==> src/rtl/vfp_pkg.sv <==
package vfp_pkg;
  localparam int N_SRC  = 25;
  localparam int N_LVL  = 17;
  localparam int N_SEL  = 4;
  localparam int LVL_W  = $clog2(N_LVL + 1);
  localparam int N_BYTE = (N_SRC + 7) / 8;
  localparam int ADDR_W = $clog2(3 * N_BYTE + 1);
  localparam int PAD_W  = 8 * N_BYTE;

  typedef enum logic [1:0] {EK_RISE, EK_PICK, EK_FALL} edge_kind_e;

  // priority level served by each line
  function automatic int src_level(int i);
    case (i)
      0: return 2;
      1: return 3;
      2, 3, 4: return 4;
      5, 6, 7: return 5;
      8: return 6;
      9: return 7;
      10: return 8;
      11: return 9;
      12, 13: return 10;
      14: return 11;
      15, 16: return 12;
      17: return 13;
      18, 19: return 14;
      20, 21: return 15;
      default: return 16;
    endcase
  endfunction

  function automatic edge_kind_e src_kind(int i);
    case (i)
      0, 1, 12, 14, 15: return EK_PICK;
      17, 20, 22:       return EK_FALL;
      default:          return EK_RISE;
    endcase
  endfunction

  // select bit that gates this line, -1 when always present
  function automatic int src_alt(int i);
    case (i)
      12, 13: return 0;
      15, 16: return 1;
      18, 19: return 2;
      20, 21: return 3;
      default: return -1;
    endcase
  endfunction

  function automatic bit src_alt_val(int i);
    return (i == 13) || (i == 16) || (i == 19) || (i == 21);
  endfunction

  function automatic bit lvl_shared(int l);
    int n;
    n = 0;
    for (int i = 0; i < N_SRC; i++)
      if (src_level(i) == l && src_alt(i) < 0) n++;
    return n > 1;
  endfunction

  function automatic logic [N_SRC-1:0] pick_mask();
    logic [N_SRC-1:0] m;
    for (int i = 0; i < N_SRC; i++) m[i] = (src_kind(i) == EK_PICK);
    return m;
  endfunction

  function automatic logic [15:0] vec_hi(logic [LVL_W-1:0] lvl, logic [15:0] top);
    logic [15:0] d;
    if (lvl == '0) return 16'h0000;
    d = 16'(lvl) - 16'd1;
    return top - (d << 1);
  endfunction
endpackage

==> src/rtl/vfp_src_cell.sv <==
module vfp_src_cell #(
  parameter vfp_pkg::edge_kind_e KIND = vfp_pkg::EK_RISE
) (
  input  logic clk,
  input  logic rst_n,
  input  logic raw_i,
  input  logic pick_rise_i,
  input  logic active_i,
  input  logic enable_i,
  input  logic clr_i,
  output logic req_o,
  output logic pend_o
);
  logic prev_q, req_q, hit;

  always_comb begin
    case (KIND)
      vfp_pkg::EK_PICK: hit = pick_rise_i ? (raw_i & ~prev_q) : (~raw_i & prev_q);
      vfp_pkg::EK_FALL: hit = ~raw_i & prev_q;
      default:          hit = raw_i & ~prev_q;
    endcase
  end

  always_ff @(posedge clk) begin
    if (!rst_n) begin
      prev_q <= 1'b0;
      req_q  <= 1'b0;
    end else begin
      prev_q <= raw_i;
      req_q  <= (req_q & ~clr_i) | (hit & active_i);
    end
  end

  assign req_o  = req_q;
  assign pend_o = req_q & enable_i & active_i;

  a_r4_edge_sets_req: assert property (@(posedge clk) disable iff (!rst_n)
    (hit && active_i) |=> req_q);
  a_r10_unselected_stays_clear: assert property (@(posedge clk) disable iff (!rst_n)
    (!active_i && !req_q) |=> !req_q);
  a_r8_clear_drops_req: assert property (@(posedge clk) disable iff (!rst_n)
    (clr_i && !(hit && active_i)) |=> !req_q);
endmodule

==> src/rtl/vfp_arbiter.sv <==
module vfp_arbiter #(
  parameter int N_LVL = 17,
  parameter int LVL_W = 5
) (
  input  logic [N_LVL-1:0] lvl_req_i,
  output logic             any_o,
  output logic [LVL_W-1:0] win_o
);
  always_comb begin
    win_o = '0;
    for (int k = N_LVL - 1; k >= 0; k--)
      if (lvl_req_i[k]) win_o = LVL_W'(k + 1);
  end
  assign any_o = |lvl_req_i;
endmodule

==> src/rtl/vfp_ack_ctl.sv <==
module vfp_ack_ctl #(
  parameter int LVL_W = 5
) (
  input  logic             clk,
  input  logic             rst_n,
  input  logic             any_i,
  input  logic [LVL_W-1:0] win_i,
  input  logic             ready_i,
  input  logic             fetch_done_i,
  output logic             valid_o,
  output logic [LVL_W-1:0] level_o,
  output logic             busy_o,
  output logic             take_o
);
  logic             busy_q;
  logic [LVL_W-1:0] hold_q;

  assign valid_o = ~busy_q & any_i;
  assign take_o  = valid_o & ready_i;
  assign level_o = busy_q ? hold_q : win_i;
  assign busy_o  = busy_q;

  always_ff @(posedge clk) begin
    if (!rst_n) begin
      busy_q <= 1'b0;
      hold_q <= '0;
    end else if (take_o) begin
      busy_q <= 1'b1;
      hold_q <= win_i;
    end else if (busy_q && fetch_done_i) begin
      busy_q <= 1'b0;
    end
  end

  a_r9_hold_stable: assert property (@(posedge clk) disable iff (!rst_n)
    (busy_q && !fetch_done_i) |=> $stable(level_o));
  a_r9_take_captures: assert property (@(posedge clk) disable iff (!rst_n)
    take_o |=> (busy_q && level_o == $past(win_i)));
endmodule

==> src/rtl/vfp_intc.sv <==
module vfp_intc #(
  parameter logic [15:0] VEC_TOP = 16'hFFFD
) (
  input  logic                         clk,
  input  logic                         rst_n,
  input  logic [vfp_pkg::N_SRC-1:0]    src_i,
  input  logic                         brk_i,
  input  logic                         reg_we,
  input  logic [vfp_pkg::ADDR_W-1:0]   reg_addr,
  input  logic [7:0]                   reg_wdata,
  output logic [7:0]                   reg_rdata,
  output logic                         irq_valid,
  input  logic                         irq_ready,
  output logic [vfp_pkg::LVL_W-1:0]    irq_level,
  output logic [15:0]                  vec_hi_addr,
  output logic [15:0]                  vec_lo_addr,
  input  logic                         fetch_done,
  output logic                         in_service
);
  import vfp_pkg::*;

  localparam logic [N_SRC-1:0]  PICK_M   = pick_mask();
  localparam logic [ADDR_W-1:0] CTRL_ADR = ADDR_W'(3 * N_BYTE);

  logic [N_SRC-1:0] en_q, pick_q, req_v, pend_v, act_v, clr_sw, clr_ack;
  logic [N_SEL-1:0] sel_q;
  logic             gdis_q, rst_pend_q, brk_pend_q;
  logic [N_LVL-1:0] lvl_req;
  logic             any, take;
  logic [LVL_W-1:0] win;
  logic             ctrl_wr, clr_rst, clr_brk;

  assign ctrl_wr = reg_we && (reg_addr == CTRL_ADR);
  assign clr_rst = take && (win == LVL_W'(1));
  assign clr_brk = take && (win == LVL_W'(N_LVL));

  // software write-one-to-clear of request bits
  always_comb begin
    for (int i = 0; i < N_SRC; i++)
      clr_sw[i] = reg_we && (reg_addr == ADDR_W'(i / 8)) && reg_wdata[i % 8];
  end

  for (genvar i = 0; i < N_SRC; i++) begin : g_src
    localparam int LV = src_level(i);
    localparam bit SH = lvl_shared(LV);
    localparam int AS = src_alt(i);
    if (AS < 0) begin : g_fixed
      assign act_v[i] = 1'b1;
    end else begin : g_alt
      assign act_v[i] = (sel_q[AS] == src_alt_val(i));
    end
    assign clr_ack[i] = take && (win == LVL_W'(LV)) && !SH;
    vfp_src_cell #(.KIND(src_kind(i))) u_cell (
      .clk        (clk),
      .rst_n      (rst_n),
      .raw_i      (src_i[i]),
      .pick_rise_i(pick_q[i]),
      .active_i   (act_v[i]),
      .enable_i   (en_q[i]),
      .clr_i      (clr_sw[i] | clr_ack[i]),
      .req_o      (req_v[i]),
      .pend_o     (pend_v[i])
    );
  end

  always_ff @(posedge clk) begin
    if (!rst_n) begin
      en_q       <= '0;
      pick_q     <= '0;
      sel_q      <= '0;
      gdis_q     <= 1'b1;
      rst_pend_q <= 1'b1;
      brk_pend_q <= 1'b0;
    end else begin
      for (int i = 0; i < N_SRC; i++) begin
        if (reg_we && reg_addr == ADDR_W'(N_BYTE + i / 8))
          en_q[i] <= reg_wdata[i % 8];
        if (reg_we && reg_addr == ADDR_W'(2 * N_BYTE + i / 8))
          pick_q[i] <= reg_wdata[i % 8] & PICK_M[i];
      end
      if (ctrl_wr) sel_q <= reg_wdata[N_SEL-1:0];
      if (take) gdis_q <= 1'b1;
      else if (ctrl_wr) gdis_q <= reg_wdata[7];
      if (clr_rst) rst_pend_q <= 1'b0;
      brk_pend_q <= (brk_pend_q & ~clr_brk) | brk_i;
    end
  end

  always_comb begin
    lvl_req = '0;
    lvl_req[0] = rst_pend_q;
    lvl_req[N_LVL-1] = brk_pend_q;
    for (int i = 0; i < N_SRC; i++)
      lvl_req[src_level(i) - 1] = lvl_req[src_level(i) - 1] | (pend_v[i] & ~gdis_q);
  end

  vfp_arbiter #(.N_LVL(N_LVL), .LVL_W(LVL_W)) u_arb (
    .lvl_req_i(lvl_req),
    .any_o    (any),
    .win_o    (win)
  );

  vfp_ack_ctl #(.LVL_W(LVL_W)) u_ack (
    .clk         (clk),
    .rst_n       (rst_n),
    .any_i       (any),
    .win_i       (win),
    .ready_i     (irq_ready),
    .fetch_done_i(fetch_done),
    .valid_o     (irq_valid),
    .level_o     (irq_level),
    .busy_o      (in_service),
    .take_o      (take)
  );

  assign vec_hi_addr = vec_hi(irq_level, VEC_TOP);
  assign vec_lo_addr = (irq_level == '0) ? 16'h0000 : vec_hi_addr - 16'd1;

  // register read port
  logic [PAD_W-1:0] req_pad, en_pad, pick_pad;
  assign req_pad  = PAD_W'(req_v);
  assign en_pad   = PAD_W'(en_q);
  assign pick_pad = PAD_W'(pick_q);

  always_comb begin
    reg_rdata = 8'h00;
    for (int b = 0; b < N_BYTE; b++) begin
      if (reg_addr == ADDR_W'(b))              reg_rdata = req_pad[8*b +: 8];
      if (reg_addr == ADDR_W'(N_BYTE + b))     reg_rdata = en_pad[8*b +: 8];
      if (reg_addr == ADDR_W'(2 * N_BYTE + b)) reg_rdata = pick_pad[8*b +: 8];
    end
    if (reg_addr == CTRL_ADR) begin
      reg_rdata[7]         = gdis_q;
      reg_rdata[N_SEL-1:0] = sel_q;
    end
  end

  a_r6_mask_blocks: assert property (@(posedge clk) disable iff (!rst_n)
    gdis_q |-> !(irq_valid && irq_level > LVL_W'(1) && irq_level < LVL_W'(N_LVL)));
  a_r9_take_disables: assert property (@(posedge clk) disable iff (!rst_n)
    (irq_valid && irq_ready) |=> gdis_q);
  a_r1_startup_first: assert property (@(posedge clk) disable iff (!rst_n)
    (rst_pend_q && !in_service) |-> (irq_valid && irq_level == LVL_W'(1)));
  a_r11_brk_pends: assert property (@(posedge clk) disable iff (!rst_n)
    brk_i |=> brk_pend_q);
endmodule

==> config.mk <==
export PLATFORM = sky130hd
export DESIGN_NAME = vfp_intc
export DESIGN_NICKNAME = d
export VERILOG_FILES = /design/src/rtl/vfp_pkg.sv /design/src/rtl/vfp_src_cell.sv /design/src/rtl/vfp_arbiter.sv /design/src/rtl/vfp_ack_ctl.sv /design/src/rtl/vfp_intc.sv
export SDC_FILE = /design/constraint.sdc
export NUM_CORES = 1
export LEC_CHECK = 0
export ABC_AREA = 1
export BUFFER_PORTS_ARGS = -buffer_cell sky130_fd_sc_hd__buf_2
export CORE_MARGIN = 2
export CORE_UTILIZATION = 25
export DETAILED_ROUTE_END_ITERATION = 10
export SLEW_MARGIN = 20
export SYNTH_ARGS = -nofsm -noshare
export SYNTH_HDL_FRONTEND = slang
export SYNTH_SLANG_ARGS = --single-unit
==> constraint.sdc <==
create_clock -name clk -period 2.9 [get_ports clk]
set_input_delay 0.145 -clock clk [delete_from_list [all_inputs] [get_ports clk]]
set_output_delay 0.145 -clock clk [all_outputs]
set_load 0.02 [all_outputs]
==> impl_metrics.env, run 1 <==
export IMPL_regArea_um2=1880
export IMPL_place_ws_ps=-161
export IMPL_hold_viol=0
export IMPL_grt_overflow_total=0
export IMPL_die_area_um2=20100
export IMPL_io_pins=90
export IMPL_port_buffers=88
export IMPL_antenna_cells=0
export IMPL_status="finished, violations left"
export IMPL_cp_start_kind="flop"
export IMPL_ys_warn_count=0
export IMPL_area_growth_synth_to_final_pct=36.9
export IMPL_synth_top_area_frac=0.393
export IMPL_cp_slowest_cell="dfxtp_2"
export IMPL_fmax_ghz=0.303
export IMPL_maxCapViolCount=0
export IMPL_clock_path_buffers=2
export IMPL_multi_input_area_um2=2320
export IMPL_cts_inserted_buffers=9
export IMPL_fp_row_count=50
export IMPL_critical_path_buf_inv_count=5
export IMPL_htree_levels=3
export IMPL_synth_edf_count=0
export IMPL_vias=4993
export IMPL_grt_pass1_vias=4849
export IMPL_ys_ff_latch=93
export IMPL_drcViolationCount=0
export IMPL_seq_area_frac_synth=0.393
export IMPL_reg2reg_slack_ps=470
export IMPL_clk_pin_slew_ps=60
export IMPL_maxSlewViolCount=0
export IMPL_cts_tree="built"
export IMPL_yosysMostFrequentCell="nand2_1"
export IMPL_synth_top_area_cell="dfxtp_1"
export IMPL_dpl_hpwl_um=11300
export IMPL_rsz0062_at_grt="true"
export IMPL_synth_nets=744
export IMPL_die_x_um=142
export IMPL_globalplace_congestion=0.893
export IMPL_power_density_nw_per_um2=539
export IMPL_final_cells=1092
export IMPL_drt_iter0_markers=314
export IMPL_hold_class="in -> reg"
export IMPL_insertion_delay_ps=360
export IMPL_grt_max_degree=63
export IMPL_power_leakage_nw=3.00
export IMPL_cp_common_cell="nand2_1"
export IMPL_start_util=0.254
export IMPL_synth_area_per_cell_um2=6.78
export IMPL_ys_flop_type="dfxtp_1"
export IMPL_via_per_inst=4.57
export IMPL_synth_distinct_cells=40
export IMPL_slew_headroom=0.567
export IMPL_path_max_fanout=3
export IMPL_coreArea_um2=18600
export IMPL_netlist_area_um2=4730
export IMPL_cp_top_family="simple AND/OR/NAND/NOR gates"
export IMPL_track_usage=0.156
export IMPL_first_pass_iters=5
export IMPL_drt_total_wl_um=15300
export IMPL_root_buffer="clkbuf_16"
export IMPL_tightestPinTransition_ps=649
export IMPL_setup_violations=21
export IMPL_critPathArrivalTime_ps=3160
export IMPL_fin_crit_sh=1.14
export IMPL_timing_final_ws_setup_ps=-403
export IMPL_synthArstFlopShare=0
export IMPL_cp_required_ps=2760
export IMPL_max_stage_delay_ps=350
export IMPL_violations="setup timing"
export IMPL_end_kind="primary output"
export IMPL_ir_worst_vdd_v=0.000309
export IMPL_worst_setup_path_type="reg -> out"
export IMPL_synthCells=698
export IMPL_yosys_top_cells_area="dfxtp_1 39%, nand2_1 12%, inv_1 9.6%, a21oi_1 6.0%, o21ai_0 5.6%"
export IMPL_detail_route_antenna_nets=0
export IMPL_synth_commonest_cells="149 x nand2_1, 121 x inv_1, 93 x dfxtp_1, 63 x nor2_1, 57 x a21oi_1"
export IMPL_grt_pass1_wl_um=24600
export IMPL_placedCellCount=1054
export IMPL_fin_crit_ps=3300
export IMPL_drive_above_1_share=0.276
export IMPL_routedWlPerCell_um=14.0
export IMPL_fp_dieH_um=142
export IMPL_finClkSkew_ps=8.10
export IMPL_numClockSinks=93
export IMPL_fillers=2012
export IMPL_finalNetCount=899
export IMPL_antenna_found_initial=0
cell families (layout without fill, tap and decap cells):
| kind of cell | after synthesis | after routing | synth area share |
|---|---|---|---|
| AO/OA/AOI/OAI | 162 | 162 | 0.202 |
| buffers and inverters | 158 | 318 | 0.135 |
| adder cells (fa/ha/maj) | 3 | 3 | 0.00793 |
| flip-flops | 93 | 93 | 0.393 |
| AND/OR/NAND/NOR | 281 | 281 | 0.261 |
| other | 1 | 1 | 0.000792 |
final cells by class:
cell class | count | share of cell area
clock inverter | 4 | 0.0108
tap | 234 | 0.0452
sequential | 93 | 0.290
inverter | 134 | 0.0796
multi-input combinational | 447 | 0.358
clock buffer | 12 | 0.0396
timing repair buffer | 168 | 0.177
sequential cells by signal, summed over array words and instances (netlist names):
signal,flops
en_q,25
u_ack.busy_o,1
g_src.u_cell.prev_q,25
sel_q,4
brk_pend_q,1
u_ack.hold_q,5
g_src.u_cell.req_o,25
gdis_q,1
rst_pend_q,1
pick_q,5
through the flow:
step            util  cell area [um^2]  hold slack, ps  setup TNS (ps)  total power, W
6_report       0.348              6480           0.423           -3150         0.00349
3_3_place_gp   0.310              5790             345            -225         0.00210
3_5_place_dp   0.310              5790             347            -481         0.00210
2_1_floorplan      -              4740             243           -47.8         0.00184
4_1_cts        0.344              6420           0.605           -2690         0.00348
5_1_grt        0.348              6480            17.0          -13510         0.00365
power by group:
part	switching, W	leakage [nW]	internal, W
logic	0.000477	2.07	0.000329
registers	0.0000380	0.768	0.00134
clock network	0.000507	0.163	0.000800
total	0.00102	3.00	0.00247
layout by cell type, fill, tap and decap left out, types with 3 or more instances in the layout:
| master | count |
|---|---|
| inv_4 | 3 |
| o22ai_1 | 7 |
| nand2_1 | 141 |
| buf_2 | 74 |
| buf_4 | 71 |
| inv_1 | 116 |
| nor2_2 | 5 |
| nor3_2 | 3 |
| dfxtp_2 | 9 |
| dlygate4sd3_1 | 13 |
| nand2_4 | 3 |
| a221oi_1 | 9 |
| buf_6 | 10 |
| clkbuf_16 | 9 |
| o2111ai_1 | 10 |
| a21oi_2 | 3 |
| nor2_1 | 62 |
| nand2_2 | 10 |
| dfxtp_1 | 83 |
| o21ai_0 | 52 |
| o211ai_1 | 8 |
| nand3_1 | 38 |
| inv_2 | 14 |
| o31ai_1 | 4 |
| a21oi_1 | 54 |
| o21ai_2 | 3 |
| nand3_2 | 3 |
| nand4_1 | 7 |
| a31oi_1 | 5 |
worst register-to-register path, stage by stage, from the launching register on:
cell	delay (ps)
dfxtp_4	400
inv_6	50
buf_4	130
nand3_1	90
nand2_1	80
buf_4	130
nor2_2	110
nand2_2	80
nor3_2	180
nand2_1	80
nand2_1	70
inv_1	50
nand2_1	240
nor2_1	100
nand2_1	110
inv_2	50
nand2_1	150
o2111ai_1	140
o31ai_1	100
routing by layer:
layer / share of wire / wire length [um] / up-vias / track usage
li1: - / - / 2566 / -
met4: 0.021 / 324 / 0 / 0.0611
met1: 0.46 / 7020 / 2274 / 0.205
met5: 0 / 0 / - / 0
met2: 0.46 / 7100 / 135 / 0.260
met3: 0.056 / 863 / 18 / 0.0229
worst paths after layout:
path | from | end | cells past startpoint
worst max-delay path | sel_q[3] | vec_hi_addr[14] | 32
worst max register to register | gdis_q | g_src[21].u_cell.req_o | 18
worst min-delay path | src_i[19] | g_src[19].u_cell.prev_q | 3
worst min register to register | g_src[9].u_cell.prev_q | g_src[9].u_cell.req_o | 1
repair_timing:
| item | in CTS | in global routing |
|---|---|---|
| cloned | 0 | 0 |
| pin swaps | 19 | 20 |
| hold endpoints to repair | 13 | 0 |
| resized for setup | 42 | 20 |
| buffers inserted | 9 | 1 |
| hold buffers | 13 | 0 |
| setup endpoints to repair | 31 | 31 |
No activity file was read; power rests on OpenSTA's default activity.
==> run 2, diff against run 1 <==
--- a/config.mk
+++ b/config.mk
@@ -7,10 +7,12 @@
 export LEC_CHECK = 0
 export ABC_AREA = 1
 export BUFFER_PORTS_ARGS = -buffer_cell sky130_fd_sc_hd__buf_2
-export CORE_MARGIN = 2
+export CORE_MARGIN = 4
 export CORE_UTILIZATION = 25
 export DETAILED_ROUTE_END_ITERATION = 10
 export SLEW_MARGIN = 20
 export SYNTH_ARGS = -nofsm -noshare
 export SYNTH_HDL_FRONTEND = slang
+export SYNTH_HIERARCHICAL = 1
 export SYNTH_SLANG_ARGS = --single-unit
+export TNS_END_PERCENT = 1
==> impl_metrics.env, run 2 <==
export IMPL_synth_top_family_by_area="simple AND/OR/NAND/NOR gates"
export IMPL_maxCapViolCount=0
export IMPL_internal_power_w=0.00248
export IMPL_drcViolationCount=0
export IMPL_via_per_inst=4.25
export IMPL_globalplace_congestion=0.915
export IMPL_tightestPinTransition_ps=553
export IMPL_root_buffer="clkbuf_16"
export IMPL_fin_crit_ps=4180
export IMPL_fmax_ghz=0.239
export IMPL_port_buffers=88
export IMPL_htree_levels=3
export IMPL_power_frac_seq=0.378
export IMPL_combPwrFrac=0.280
export IMPL_ys_flop_type="dfxtp_1"
export IMPL_track_usage=0.137
export IMPL_synth_commonest_cells="234 x nand2_1, 168 x inv_1, 93 x dfxtp_1, 75 x nor2_1, 52 x a21oi_1"
export IMPL_swShare=0.317
export IMPL_seq_area_frac_synth=0.338
export IMPL_drive_above_1_share=0.300
export IMPL_reg2reg_slack_ps=260
export IMPL_status="finished, violations left"
export IMPL_dpl_hpwl_um=13300
export IMPL_cp_required_ps=2760
export IMPL_power_leakage_nw=3.85
export IMPL_r2r_worst_path_cells=18
export IMPL_synth_edf_count=0
export IMPL_setup_violations=31
export IMPL_ir_worst_vdd_v=0.000272
export IMPL_numClockSinks=93
export IMPL_path_max_fanout=3
export IMPL_grt_pass1_wl_um=26600
export IMPL_yosys_top_cells_area="dfxtp_1 34%, nand2_1 16%, inv_1 11%, nor2_1 5.1%, a21oi_1 4.7%"
export IMPL_critPathLaunch="g_src[23].u_cell/req_o"
export IMPL_antenna_cells=0
export IMPL_synth_compound_area_frac=0.129
export IMPL_final_cells=1362
export IMPL_insertion_delay_ps=350
export IMPL_p_sw_w=0.00115
export IMPL_hold_class="in -> reg"
export IMPL_violations="setup timing"
export IMPL_finClkSkew_ps=11.9
export IMPL_use_met3=0.0354
export IMPL_die_x_um=156
export IMPL_min_path_cells=3
export IMPL_drt_iter0_markers=322
export IMPL_fp_dieH_um=156
export IMPL_power_density_nw_per_um2=470
export IMPL_io_pins=90
export IMPL_place_ws_ps=-999
export IMPL_top_usage_layer="met2"
export IMPL_synth_area_per_cell_um2=6.38
export IMPL_synth_top_area_frac=0.338
export IMPL_fp_row_count=54
export IMPL_dpl_cell_area_um2=7000
export IMPL_synth_top_area_cell="dfxtp_1"
export IMPL_routedWlPerCell_um=12.4
export IMPL_cp_start_kind="flop"
export IMPL_cp_slowest_cell="or3_4"
export IMPL_hold_viol=0
export IMPL_clock_path_buffers=2
export IMPL_final_area_um2=7720
export IMPL_synth_adder_area_share=0.00908
export IMPL_synthSimpleGateAreaFrac=0.363
export IMPL_drt_total_wl_um=16900
export IMPL_synthCells=864
export IMPL_detail_route_antenna_nets=0
export IMPL_rsz0062_at_grt="true"
export IMPL_first_pass_iters=5
export IMPL_area_growth_synth_to_final_pct=40.1
export IMPL_muxShareOfSynthArea=0
export IMPL_critPathArrivalTime_ps=4030
export IMPL_cts_tree="built"
export IMPL_grt_util_met1=0.179
export IMPL_die_area_um2=24500
export IMPL_end_kind="primary output"
export IMPL_yosysMostFrequentCell="nand2_1"
export IMPL_ys_ff_latch=93
export IMPL_slew_headroom=0.631
export IMPL_maxSlewViolCount=0
export IMPL_most_common_layout_cells="225 x nand2_1, 161 x inv_1, 96 x buf_4"
export IMPL_fin_crit_sh=1.44
export IMPL_synth_distinct_cells=40
export IMPL_total_power_w=0.00363
export IMPL_synthXorXnorAreaFrac=0.00159
export IMPL_worst_setup_path_type="reg -> out"
export IMPL_vias=5786
export IMPL_clk_pin_slew_ps=60
export IMPL_netlist_area_um2=5510
export IMPL_fin_util=0.355
export IMPL_antenna_found_initial=0
export IMPL_coreArea_um2=21800
export IMPL_synthArstFlopShare=0
export IMPL_min_delay_start="src_i[9]"
export IMPL_finalNetCount=1124
export IMPL_grt_pass1_vias=5319
export IMPL_layout_commonest_cell="nand2_1"
export IMPL_cts_inserted_buffers=9
export IMPL_grt_use_met2=0.227
export IMPL_start_util=0.253
export IMPL_grt_overflow_total=0
export IMPL_max_stage_delay_ps=370
export IMPL_cp_common_cell="nand2_1"
export IMPL_ys_warn_count=6
export IMPL_worstReg2RegStart="gdis_q"
export IMPL_timing_final_ws_setup_ps=-1280
export IMPL_p_clk_frac=0.342
export IMPL_grt_max_degree=43
export IMPL_placedCellCount=1325
## run 2: changes by cell type in the layout (fill, tap and decap cells not counted), sizes merged, moves of 6 or more
cell / before / now
a221oi: 9 / 0
nor2: 70 / 101
inv: 134 / 199
and3: 0 / 8
nand3b: 0 / 17
o21ai: 57 / 46
dlygate4sd3: 13 / 19
nand2: 154 / 236
buf: 155 / 183
conb: 1 / 23
## run 2: per-stage QoR
stage | hold slack [ps] | setup TNS (ps)
6_report | 3.32 | -17410
5_1_grt | 5.02 | -25650
4_1_cts | 1.42 | -17230
3_5_place_dp | 345 | -8290
3_3_place_gp | 340 | -7110
2_1_floorplan | 238 | -2860
## run 2: metal layers
metal / up-vias / share of wire / wire length, um
li1: 3040 / - / -
met1: 2576 / 0.46 / 7700
met2: 145 / 0.47 / 7840
met3: 25 / 0.058 / 978
met4: 0 / 0.020 / 339
met5: - / 0 / 0
## run 2: cell type report
cell class	count	area, um^2
Sequential cell	93	1870
Fill cell	2358	14000
Clock inverter	4	53.8
Multi-Input combinational cell	573	3040
Tap cell	280	350
Inverter	198	746
Timing Repair Buffer	202	1400
Clock buffer	12	256
## run 2: final timing paths
| path | end |
|---|---|
| worst max-delay path | vec_lo_addr[7] |
| worst min-delay path | g_src[9].u_cell/prev_q |
| worst max register to register | g_src[20].u_cell/req_o |
| worst min register to register | g_src[20].u_cell/req_o |
## run 2: critical path, delay by kind of cell (launching register included)
family                     cells  cell delay (ps)
and+or+nand+nor               31             2390
buffers and inverters          4              310
AOI/OAI and AO/OA              2              220
adders and majority gates      2              410
DFF                            1              340
## run 2: timing repair
item | CTS | global route
pin swaps | 5 | 28
hold endpoints to repair | 19 | 0
setup endpoints to repair | 31 | 31
cloned | 0 | 0
hold buffers | 19 | 0
buffers inserted | 1 | 1
gates resized for setup | 26 | 37
## run 2: cells by family (layout without fill, tap and decap cells)
| kind of cell | count (synthesis) | in the layout |
|---|---|---|
| and+or+nand+nor | 419 | 419 |
| DFF | 93 | 93 |
| other | 2 | 23 |
| buffers and inverters | 219 | 416 |
| AOI/OAI and AO/OA | 126 | 126 |
| xor gates and xnor gates | 1 | 1 |
| adders and majority gates | 4 | 4 |
## run 2: power by group through the flow
stage          logic, W  registers [W]  clock network, W
2_1_floorplan  0.000552        0.00140                 0
6_report        0.00102        0.00137           0.00124
5_1_grt         0.00112        0.00138           0.00133
4_1_cts        0.000973        0.00137           0.00128
3_3_place_gp   0.000889        0.00140                 0
3_5_place_dp   0.000898        0.00140                 0
==> run 3, diff against run 2 <==
--- a/config.mk
+++ b/config.mk
@@ -7,9 +7,12 @@
 export LEC_CHECK = 0
 export ABC_AREA = 1
 export BUFFER_PORTS_ARGS = -buffer_cell sky130_fd_sc_hd__buf_2
+export CELL_PAD_IN_SITES_DETAIL_PLACEMENT = 1
+export CELL_PAD_IN_SITES_GLOBAL_PLACEMENT = 1
 export CORE_MARGIN = 4
 export CORE_UTILIZATION = 25
 export DETAILED_ROUTE_END_ITERATION = 10
+export PLACE_DENSITY_LB_ADDON = 0.1
 export SLEW_MARGIN = 20
 export SYNTH_ARGS = -nofsm -noshare
 export SYNTH_HDL_FRONTEND = slang
==> impl_metrics.env, run 3 (synthesis gave the netlist of run 2 again) <==
export IMPL_grt_max_degree=55
export IMPL_r2r_worst_path_cells=18
export IMPL_port_buffers=88
export IMPL_layout_commonest_cell="nand2_1"
export IMPL_violations="setup timing"
export IMPL_die_area_um2=24500
export IMPL_grt_overflow_total=0
export IMPL_place_ws_ps=-1060
export IMPL_status="finished, violations left"
export IMPL_max_stage_delay_ps=340
export IMPL_hold_class="in -> reg"
export IMPL_drcViolationCount=0
export IMPL_insertion_delay_ps=350
export IMPL_grt_pass1_wl_um=31700
export IMPL_reg2reg_slack_ps=240
export IMPL_fmax_ghz=0.243
export IMPL_hold_viol=0
export IMPL_tightestPinTransition_ps=615
export IMPL_critPathLaunch="g_src[23].u_cell/req_o"
export IMPL_critPathArrivalTime_ps=3970
export IMPL_antenna_cells=0
export IMPL_path_max_fanout=2
export IMPL_first_pass_iters=6
export IMPL_htree_levels=3
export IMPL_cp_slowest_cell="or3_4"
export IMPL_setup_violations=31
export IMPL_maxCapViolCount=0
export IMPL_start_util=0.253
export IMPL_dpl_cell_area_um2=7090
export IMPL_drive_above_1_share=0.302
export IMPL_fin_crit_ps=4110
export IMPL_maxSlewViolCount=0
export IMPL_drt_iter0_markers=229
export IMPL_die_x_um=156
export IMPL_track_usage=0.166
export IMPL_worst_setup_path_type="reg -> out"
export IMPL_multi_input_area_um2=3010
export IMPL_numClockSinks=93
export IMPL_r2r_end="g_src[16].u_cell/req_o"
export IMPL_cts_inserted_buffers=9
export IMPL_io_pins=90
export IMPL_cp_common_cell="nand2_1"
export IMPL_coreArea_um2=21800
export IMPL_setup_worst_path_end="vec_lo_addr[7]"
export IMPL_detail_route_antenna_nets=0
export IMPL_regArea_um2=1870
export IMPL_timing_final_ws_setup_ps=-1210
export IMPL_finClkSkew_ps=7.27
export IMPL_fp_dieH_um=156
export IMPL_final_area_um2=7800
export IMPL_power_leakage_nw=3.91
export IMPL_rsz0062_at_grt="true"
export IMPL_clk_pin_slew_ps=70
export IMPL_drt_total_wl_um=19600
export IMPL_power_density_nw_per_um2=457
export IMPL_fp_row_count=54
export IMPL_fin_crit_sh=1.42
export IMPL_grt_pass1_vias=6002
export IMPL_end_kind="primary output"
export IMPL_fillers=2857
export IMPL_antenna_found_initial=0
export IMPL_finalNetCount=1142
export IMPL_holdWs_ps=54.4
export IMPL_worstReg2RegStart="en_q[22]"
export IMPL_fin_util=0.359
export IMPL_globalplace_congestion=0.803
export IMPL_cp_required_ps=2760
export IMPL_vias=5906
export IMPL_routedWlPerCell_um=14.2
export IMPL_ir_worst_vdd_v=0.000256
export IMPL_root_buffer="clkbuf_16"
export IMPL_total_power_w=0.00357
export IMPL_dpl_hpwl_um=15500
export IMPL_via_per_inst=4.28
export IMPL_cp_start_kind="flop"
export IMPL_cts_tree="built"
export IMPL_area_growth_synth_to_final_pct=41.6
export IMPL_clock_path_buffers=2
export IMPL_most_common_layout_cells="226 x nand2_1, 159 x inv_1, 107 x buf_4"
export IMPL_slew_headroom=0.590
[run 3: timing repair]
action,in CTS,in global routing
hold buffers,25,0
setup buffers,1,1
pin swaps,12,4
endpoints found under the setup margin,31,44
endpoints found under the hold margin,25,0
resized for setup,46,12
[run 3: worst min path at each step]
stage | from | end | slack [ps] | cells past startpoint
finish | fetch_done | u_ack/busy_o | 50 | 3
global route | fetch_done | u_ack/busy_o | 50 | 3
CTS | fetch_done | u_ack/busy_o | 30 | 3
detailed placement | src_i[20] | g_src[20].u_cell/prev_q | 350 | 3
global placement | src_i[22] | g_src[22].u_cell/prev_q | 340 | 3
floorplan | src_i[0] | g_src[0].u_cell/prev_q | 240 | 2
[run 3: critical path: cells and delay by family (launching register included)]
family                   cells  cell delay [ps]
AO/OA/AOI/OAI                2              220
adder cells (fa/ha/maj)      2              360
buffers and inverters        5              410
flip-flops                   1              330
AND/OR/NAND/NOR             31             2270
[run 3: through the flow]
step | setup TNS [ps] | instances
global route | -26730 | 1380
floorplan | -2860 | 885
global placement | -10080 | 1337
CTS | -18630 | 1379
detailed placement | -10400 | 1337
finish | -16030 | 1380
[run 3: area by class of cell]
class,instances,share of cell area
clock inverters,5,0.00449
clock buffers,11,0.0298
multi-input cells,573,0.386
flip-flops and latches,93,0.239
well taps,280,0.0449
repair buffers,220,0.200
inverters,198,0.0952
[run 3: per-layer routing]
metal	up-vias	part of all wire	wire, um	track usage
li1	3071	-	-	-
met4	0	0.0071	139	0.0273
met1	2771	0.46	9120	0.215
met3	11	0.027	523	0.0285
met5	-	0	0	0
met2	53	0.50	9870	0.294
[run 3: power breakdown]
group / internal, W / switching, W / total [W]
sequential: 0.00134 / 0.0000334 / 0.00137
clock: 0.000586 / 0.000547 / 0.00113
combinational: 0.000447 / 0.000614 / 0.00106
total: 0.00237 / 0.00119 / 0.00357
